$ cat src/rtl/rsq_pkg.sv
package rsq_pkg;
  typedef enum logic [2:0] {
    SQ_HOLD  = 3'd0,
    SQ_GEN   = 3'd1,
    SQ_CLKS  = 3'd2,
    SQ_OPT   = 3'd3,
    SQ_FINIT = 3'd4,
    SQ_PINW  = 3'd5,
    SQ_RUN   = 3'd6
  } seq_state_t;
endpackage

$ cat src/rtl/rsq_pin_sync.sv
module rsq_pin_sync #(
  parameter int STAGES = 2
) (
  input  logic clk,
  input  logic rst_n,
  input  logic d_i,
  output logic q_o
);
  logic [STAGES-1:0] chain;

  generate
    for (genvar i = 0; i < STAGES; i++) begin : g_stage
      always_ff @(posedge clk or negedge rst_n) begin
        if (!rst_n) chain[i] <= 1'b0;
        else if (i == 0) chain[i] <= d_i;
        else chain[i] <= chain[(i == 0) ? 0 : i-1];
      end
    end
  endgenerate

  assign q_o = chain[STAGES-1];
endmodule

$ cat src/rtl/rsq_flash_timer.sv
module rsq_flash_timer #(
  parameter int LIMIT = 4096
) (
  input  logic clk,
  input  logic rst_n,
  input  logic wait_i,
  input  logic done_i,
  input  logic clr_i,
  output logic err_o
);
  localparam int CW = $clog2(LIMIT + 1);
  localparam logic [CW-1:0] LAST = CW'(LIMIT - 1);

  logic [CW-1:0] cnt;

  always_ff @(posedge clk or negedge rst_n) begin
    if (!rst_n) begin
      cnt   <= '0;
      err_o <= 1'b0;
    end else begin
      if (!wait_i) cnt <= '0;
      else if (cnt != LAST) cnt <= cnt + 1'b1;
      if (clr_i) err_o <= 1'b0;
      else if (wait_i && !done_i && cnt == LAST) err_o <= 1'b1;
    end
  end

  assert_err_needs_wait_R11: assert property (@(posedge clk) disable iff (!rst_n)
    $rose(err_o) |-> $past(wait_i));
  assert_err_sticky_R11: assert property (@(posedge clk) disable iff (!rst_n)
    (err_o && !clr_i) |=> err_o);
endmodule

$ cat src/rtl/rsq_out_decode.sv
module rsq_out_decode import rsq_pkg::*; #(
  parameter int NUM_BUS_CLK = 4,
  parameter logic [NUM_BUS_CLK-1:0] BUS_ON = '1
) (
  input  seq_state_t         state_i,
  output logic               sys_rst_o,
  output logic               pin_low_o,
  output logic               clkgen_o,
  output logic               core_o,
  output logic               sys_o,
  output logic               flash_o,
  output logic [NUM_BUS_CLK-1:0] bus_o,
  output logic               frst_o,
  output logic               opt_o
);
  always_comb begin
    sys_rst_o = 1'b1;
    pin_low_o = 1'b1;
    clkgen_o  = 1'b0;
    core_o    = 1'b0;
    sys_o     = 1'b0;
    flash_o   = 1'b0;
    bus_o     = '0;
    frst_o    = 1'b1;
    opt_o     = 1'b0;
    if (state_i != SQ_HOLD) clkgen_o = 1'b1;
    if (state_i inside {SQ_CLKS, SQ_OPT, SQ_FINIT, SQ_PINW, SQ_RUN}) begin
      sys_o   = 1'b1;
      flash_o = 1'b1;
      bus_o   = BUS_ON;
    end
    if (state_i inside {SQ_OPT, SQ_FINIT, SQ_PINW, SQ_RUN}) frst_o = 1'b0;
    if (state_i == SQ_OPT) opt_o = 1'b1;
    if (state_i inside {SQ_PINW, SQ_RUN}) pin_low_o = 1'b0;
    if (state_i == SQ_RUN) begin
      sys_rst_o = 1'b0;
      core_o    = 1'b1;
    end
  end
endmodule

$ cat src/rtl/boot_reset_sequencer.sv
module boot_reset_sequencer import rsq_pkg::*; #(
  parameter int NUM_BUS_CLK = 4,
  parameter logic [NUM_BUS_CLK-1:0] BUS_CLK_DEFAULT_ON = 4'b1011,
  parameter int OPT_W = 8,
  parameter int FLASH_TIMEOUT = 4096,
  parameter int PIN_SYNC_STAGES = 2
) (
  input  logic                   clk,
  input  logic                   supply_ok,
  input  logic                   vreg_safe,
  input  logic                   flash_done,
  input  logic                   pin_in,
  input  logic                   nv_restore_en,
  input  logic                   nv_restore_done,
  input  logic [OPT_W-1:0]       opt_byte_in,
  output logic                   sys_rst,
  output logic                   pin_drive_low,
  output logic                   clkgen_en,
  output logic                   core_clk_en,
  output logic                   sys_clk_en,
  output logic                   flash_clk_en,
  output logic [NUM_BUS_CLK-1:0] bus_clk_en,
  output logic                   flash_rst,
  output logic                   opt_load,
  output logic [OPT_W-1:0]       opt_reg,
  output logic                   nv_ready,
  output logic                   flash_timeout_err
);
  seq_state_t state, state_nx;
  logic pin_hi;
  logic nv_seen;

  rsq_pin_sync #(.STAGES(PIN_SYNC_STAGES)) u_pin_sync (
    .clk(clk), .rst_n(supply_ok), .d_i(pin_in), .q_o(pin_hi)
  );

  rsq_flash_timer #(.LIMIT(FLASH_TIMEOUT)) u_flash_timer (
    .clk(clk), .rst_n(supply_ok), .wait_i(state == SQ_FINIT),
    .done_i(flash_done), .clr_i(state == SQ_GEN), .err_o(flash_timeout_err)
  );

  rsq_out_decode #(.NUM_BUS_CLK(NUM_BUS_CLK), .BUS_ON(BUS_CLK_DEFAULT_ON)) u_decode (
    .state_i(state), .sys_rst_o(sys_rst), .pin_low_o(pin_drive_low),
    .clkgen_o(clkgen_en), .core_o(core_clk_en), .sys_o(sys_clk_en),
    .flash_o(flash_clk_en), .bus_o(bus_clk_en), .frst_o(flash_rst),
    .opt_o(opt_load)
  );

  always_comb begin
    state_nx = state;
    case (state)
      SQ_HOLD:  if (vreg_safe) state_nx = SQ_GEN;
      SQ_GEN:   state_nx = SQ_CLKS;
      SQ_CLKS:  state_nx = SQ_OPT;
      SQ_OPT:   state_nx = SQ_FINIT;
      SQ_FINIT: if (flash_done) state_nx = SQ_PINW;
      SQ_PINW:  if (pin_hi) state_nx = SQ_RUN;
      SQ_RUN:   if (!pin_hi) state_nx = SQ_HOLD;
      default:  state_nx = SQ_HOLD;
    endcase
  end

  always_ff @(posedge clk or negedge supply_ok) begin
    if (!supply_ok) begin
      state   <= SQ_HOLD;
      opt_reg <= '0;
      nv_seen <= 1'b0;
    end else begin
      state <= state_nx;
      if (opt_load) opt_reg <= opt_byte_in;
      if (state != SQ_RUN) nv_seen <= 1'b0;
      else if (nv_restore_done) nv_seen <= 1'b1;
    end
  end

  assign nv_ready = (state == SQ_RUN) && (!nv_restore_en || nv_seen);

  assert_hold_until_safe_R2: assert property (@(posedge clk) disable iff (!supply_ok)
    (state == SQ_HOLD && !vreg_safe) |=> state == SQ_HOLD);
  assert_flash_wait_holds_R5: assert property (@(posedge clk) disable iff (!supply_ok)
    (state == SQ_FINIT && !flash_done) |=> (sys_rst && pin_drive_low && !flash_rst));
  assert_opt_pulse_R6: assert property (@(posedge clk) disable iff (!supply_ok)
    opt_load |=> !opt_load);
  assert_opt_captured_R6: assert property (@(posedge clk) disable iff (!supply_ok)
    opt_load |=> opt_reg == $past(opt_byte_in));
  assert_no_release_while_low_R7: assert property (@(posedge clk) disable iff (!supply_ok)
    (state == SQ_PINW && !pin_hi) |=> sys_rst);
  assert_ready_only_released_R9: assert property (@(posedge clk) disable iff (!supply_ok)
    nv_ready |-> !sys_rst);
  assert_restart_on_low_R10: assert property (@(posedge clk) disable iff (!supply_ok)
    (state == SQ_RUN && !pin_hi) |=> state == SQ_HOLD);
endmodule

$ cat config.mk
export PLATFORM = sky130hd
export DESIGN_NAME = boot_reset_sequencer
export DESIGN_NICKNAME = d
export VERILOG_FILES = /design/src/rtl/rsq_pkg.sv /design/src/rtl/rsq_pin_sync.sv /design/src/rtl/rsq_flash_timer.sv /design/src/rtl/rsq_out_decode.sv /design/src/rtl/boot_reset_sequencer.sv
export SDC_FILE = /design/constraint.sdc
export NUM_CORES = 1
export LEC_CHECK = 0
export ABC_AREA = 1
export BUFFER_PORTS_ARGS = -buffer_cell sky130_fd_sc_hd__buf_4
export CAP_MARGIN = 5
export CORE_MARGIN = 2
export CORE_UTILIZATION = 40
export CTS_CLUSTER_DIAMETER = 40
export DETAILED_ROUTE_END_ITERATION = 16
export SLEW_MARGIN = 20
export SYNTH_ARGS = -nofsm -noshare
export SYNTH_HDL_FRONTEND = slang
export SYNTH_HIERARCHICAL = 1
export SYNTH_SLANG_ARGS = --single-unit
$ cat constraint.sdc
create_clock -name clk -period 4.1 [get_ports clk]
set_input_delay 0.205 -clock clk [delete_from_list [all_inputs] [get_ports clk]]
set_output_delay 0.205 -clock clk [all_outputs]
set_load 0.01 [all_outputs]
==> After elaboration in Yosys (flattened, before gate mapping) <==
Index checks and enable logic that the tools add are counted.
W data, S select, Z words.
{ "word_totals": {"register_bits": 28, "latch_bits": 0, "ram_bits": 0, "mem_bits_ro": 0, "input_bits": 15, "out_inout_bits": 22, "memories": 0} }
{ "classes": {"n_addsub": 1, "mul": 0, "n_div": 0, "order_cmp": 0, "n_eq_ne": 14, "shift": 0, "n_mux": 19, "bitwise": 0, "n_reduce_logical": 14} }
{ "op_table": {"columns": ["operator", "n"], "rows": [
  ["$mux W13", 2],
  ["$pmux W3 S7", 1],
  ["$add A13 B1 Y13 const B", 1],
  ["$eq A13 B12 Y1 const B", 1],
  ["$ne A13 B12 Y1 const B", 1],
  ["$mux W3", 4],
  ["$mux W1", 11],
  ["$ne A2 B2 Y1 const B", 5],
  ["$eq A3 B3 Y1 const B", 3],
  ["$eq A3 B2 Y1 const B", 2],
  ["$reduce_bool A2 Y1", 3],
  ["$reduce_bool A5 Y1", 1],
  ["$mux W4", 1],
  ["$reduce_and A4 Y1", 1],
  ["$reduce_bool A4 Y1", 1],
  ["$eq A3 B1 Y1 const B", 1],
  ["$logic_and A1 B1 Y1", 3],
  ["$logic_not A3 Y1", 1],
  ["$ne A3 B3 Y1 const B", 1],
  ["$reduce_bool A3 Y1", 1],
  ["$logic_not A1 Y1", 2],
  ["$logic_or A1 B1 Y1", 1]
]} }

==> Depth between registers and ports, before layout <==
{ "logic_depth": {"depth_word": 5, "depth_mapped": 8, "depth_no_buf": 8} }

==> Hierarchy <==
The synthesis kept the hierarchy.
{ "modules_own_cells": {"columns": ["module", "n_inst", "cells_per_inst", "area_each_um2", "seq_area_each_um2"], "rows": [
  ["rsq_flash_timer", 1, 102, 813.3, 350.3],
  ["boot_reset_sequencer", 1, 59, 605.6, 300.3],
  ["rsq_out_decode", 1, 21, 103.8, 0.0],
  ["rsq_pin_sync", 1, 2, 50.0, 50.0]
]} }

==> Least setup slack after synthesis <==
OpenSTA, ideal clock, no wires.
{ "synth_timing": {"path_kind": "register to register", "startpoint": "reg state[1]", "endpoint": "reg u_flash_timer.cnt[0]", "arrival_ns": 1.418, "t_required_ns": 4.034, "setup_slack_ns": 2.616, "path_stages_with_launch": 8, "n_path_buf": 2, "cell_sequence": "dfrtp_1 buf_6 nor2_2 inv_1 nor2_1 clkbuf_1 nand3_1 nand2_1"} }
{ "synth_between": {"elab_chain_cells": 2, "elab_cells_between_ends": 3, "cone_classes": "2 x eq/ne; 1 x mux"} }
{ "synth_rtl": {"columns": ["element", "line_no", "rtl"], "rows": [
  ["start, declared", "boot_reset_sequencer.sv:29", "seq_state_t state, state_nx;"],
  ["start signal, assigned", "boot_reset_sequencer.sv:69", "state <= state_nx;"],
  ["$eq A3 B3 Y1 (*)", "boot_reset_sequencer.sv:38", ".clk(clk), .rst_n(supply_ok), .wait_i(state == SQ_FINIT),"],
  ["$ne A2 B2 Y1 (no source line) or $mux W13 (tied branches)", null, null],
  ["end signal, assigned", "rsq_flash_timer.sv:22", "else if (cnt != LAST) cnt <= cnt + 1'b1;"],
  ["end, declared", "rsq_flash_timer.sv:14", "logic [CW-1:0] cnt;"]
]} }
Mark *: on every way between the ends. The rest lies on a longest branch, timed or not.
A chain may end at the register's enable or synchronous reset.

==> Final worst setup path <==
{ "layout_timing": {"startpoint": "reg state[1]", "endpoint": "reg u_flash_timer.err_o"} }
{ "layout_between": {"elab_chain_cells": 4, "elab_cells_between_ends": 6, "cone_classes": "2 x eq/ne; 1 x mux; 3 x reduce/logical"} }
{ "layout_rtl": {"columns": ["element", "line_no", "rtl"], "rows": [
  ["$eq A3 B3 Y1", "boot_reset_sequencer.sv:38", null],
  ["$logic_and A1 B1 Y1 (2 in a row)", "rsq_flash_timer.sv:24", "else if (wait_i && !done_i && cnt == LAST) err_o <= 1'b1;"],
  ["$reduce_bool A2 Y1 (no source line)", null, null],
  ["end signal, assigned", "rsq_flash_timer.sv:19", "err_o <= 1'b0;"],
  ["end signal, assigned", "rsq_flash_timer.sv:23", "if (clr_i) err_o <= 1'b0;"],
  ["end signal, assigned", "rsq_flash_timer.sv:24", null],
  ["end, declared", "rsq_flash_timer.sv:9", "output logic err_o"]
]} }
Several ways; a longest one is shown, not always the timed one.

==> reports/results.txt <==
Setup Skew: 0.00674 ns
Final setup vio count: 0
CTS Buffer Depth: 2
Setup crit end kind: flop
# hold bufs at CTS: 1
Worst hold path class: in -> reg
Critical-path top delay cell: nor2_1
Number of routed nets with antenna violations: 0
Setup Fix Bufs, Post-CTS: 0
Cell count after synthesis: 184
Max-slew violations: 0
Worst VDD drop: 0.245 mV
Synth top area share: 44.6%
Post-synthesis sequential area ratio: 44.6%
DRC viols: 0
Syn Area/Cell: 8.55 sq um
Synth Register Bits: 28
CP cell instances: nor2_2 -> inv_1 -> nor2_1 -> inv_1 -> nor2_1 -> nand3_1 -> a21oi_1
Layout Area Growth over Synthesis: 20.3%
Most frequent cells in the layout: 42 x nand2_1, 35 x buf_4, 28 x dfrtp_1, 21 x nand3_1, 18 x inv_1
Post-DR wirelength/cell: 11.2 um
First-pass iteration count of the detailed router: 4
Pleak: 0.994 nW
Final worst-path cycle share: 52.4%
Reg2reg end: u_flash_timer/err_o
Placed Area: 1830 sq um
Die area: 4450 sq um
Mapped cell area: 1570 sq um
CTS clk-pin slew, worst paths: 0.09 ns
Hold Vio Cnt, Final: 0
GR Util All Layers: 15.3%
Final setup margin: 1.95 ns
GPL Wtd Cong: 0.936
Quantity of gates resized following cts: 0
CP peak stage delay: 0.69 ns
Crit path kind: reg -> reg
Post-synth net total: 200
Max-slew headroom: 39.0%
Grt total ovfl: 0
Layout Nets: 232
Outcome: completed
TritonCTS Buffers: 3
Worst setup SP type: flop
Setup tns final: 0 ns
Clock sinks: 28
Pwr dens: 551 nW/um^2
Clock Latency Late Sink: 0.27 ns
Worst-path fanout max: 13
First-pass GRT wire length: 5150 um
Ant diodes: 0
Netlist cell types: 29
Initial DRC count: 27
Cell Rows: 22
Die height: 66.7 um
Number of flip-flops under the largest register name: 13
Arrival time at the worst endpoint: 2.35 ns
IO Port Bufs: 35
CTS root buffer: clkbuf_8
Hold path start: pin_in
Detailed placer's ending HPWL: 2270 um
Initial antenna violation count: 0
Initial Util: 42.3%
Final wirelength: 2940 um
Final min period: 2.15 ns
Reg2reg start: state[1]
Pin count of the biggest net entering global routing: 29
R2r worst-path depth: 7
Vias: 1,255
Hold path depth: 1
Dominant cell type by area after synthesis: dfrtp_1
Htree depth: 1
Design area: 1890 sq um
Worst hold path endpoint: u_pin_sync/chain[0]
Commonest non-fill, non-tap cell in the layout: nand2_1
Synth area leaders: dfrtp_1 45%, nand2_1 10%, nand3_1 6.7%
Chip width: 66.7 um
Vias in the first global route: 1,155
I/O pins: 37
R2r setup slk: 1.95 ns
Yosys warnings: 6
CP required: 4.30 ns
Share of layout cells above drive strength 1: 34.4%
RSZ-0062 raised after global routing: no
Fillers: 358
Fmax: 465 MHz
Via/cell ratio: 4.77
Worst slew pin tran: 0.911 ns
Core Box Area: 3720 sq um
MaxCap Viol Count: 0
Dpl ws: 1.93 ns
CTS tree: built
## logic make-up after synthesis
logic type,Yosys count,share of synthesized area (%)
AOI/OAI and AO/OA,12,4.61
adders and majority gates,1,0.795
xor gates and xnor gates,4,2.23
and+or+nand+nor,97,31.6
buffers and inverters,33,10.3
other,1,0.238
DFF,28,44.6
muxes,8,5.73
## worst max-delay path by stage
| stage | start | end | slack, ns | cells past startpoint |
|---|---|---|---|---|
| CTS | state[1] | u_flash_timer/err_o | 1.90 | 7 |
| global route | state[1] | u_flash_timer/err_o | 1.67 | 7 |
| finish | state[1] | u_flash_timer/err_o | 1.95 | 7 |
| global placement | state[1] | u_flash_timer/err_o | 2.03 | 7 |
| floorplan | state[1] | u_flash_timer/cnt[0] | 2.62 | 7 |
| detailed placement | state[1] | u_flash_timer/err_o | 1.93 | 7 |
## synth_stat cells
library cell and count:
ha_1 1, nand2_1 42, inv_2 5, buf_4 5, clkbuf_1 1, buf_2 1
dfrtp_1 28, mux2_2 8, nand3_1 21, nand2_2 5, inv_4 1, inv_1 18
nor2_8 1, a21boi_1 1, nor2_1 10, nor2_2 5, nor3_1 2, xor2_1 3
o21bai_1 1, nand3_2 4, buf_6 2, xnor2_1 1, o21ai_2 2, nand4_1 3
a21oi_1 3, nand2_4 2, conb_1 1, o21ai_1 5, nor2_4 2
## through the flow
step	hold slack [ns]	cells	power, W	utilization, %
CTS	0.0275	263	0.00106	50.9
global placement	0.143	258	0.000875	49.2
finish	0.0352	263	0.00104	50.9
floorplan	-0.0906	184	0.000734	-
global route	0.0139	263	0.00113	50.9
detailed placement	0.148	258	0.000885	49.2
## cell type report
type | instances | area, sq um | area share (%)
Timing Repair Buffer | 36 | 273 | 14.4
Multi-Input combinational cell | 123 | 711 | 37.6
Sequential cell | 28 | 701 | 37.0
Clock buffer | 4 | 55.1 | 2.91
Tap cell | 48 | 60.1 | 3.17
Inverter | 24 | 92.6 | 4.89
## where the power goes
group / switching [W] / internal, W / total [W]
Combinational: 0.000232 / 0.000235 / 0.000467
Clock: 0.0000819 / 0.0000860 / 0.000168
Sequential: 0.0000702 / 0.000337 / 0.000407
## worst max-delay path, delay by kind of cell (launching register included)
| kind | cells | cell delay [ns] |
|---|---|---|
| buffers and inverters | 2 | 0.30 |
| and+or+nand+nor | 4 | 1.13 |
| AOI/OAI and AO/OA | 1 | 0.12 |
| DFF | 1 | 0.53 |
## layer usage
| metal | global-route usage, % | part of all wire (%) |
|---|---|---|
| met5 | 0 | 0 |
| met3 | 2.20 | 4.4 |
| met2 | 25.0 | 46 |
| met4 | 7.40 | 1.9 |
| met1 | 19.7 | 48 |
Note: power is estimated with default switching activity, not from simulation.
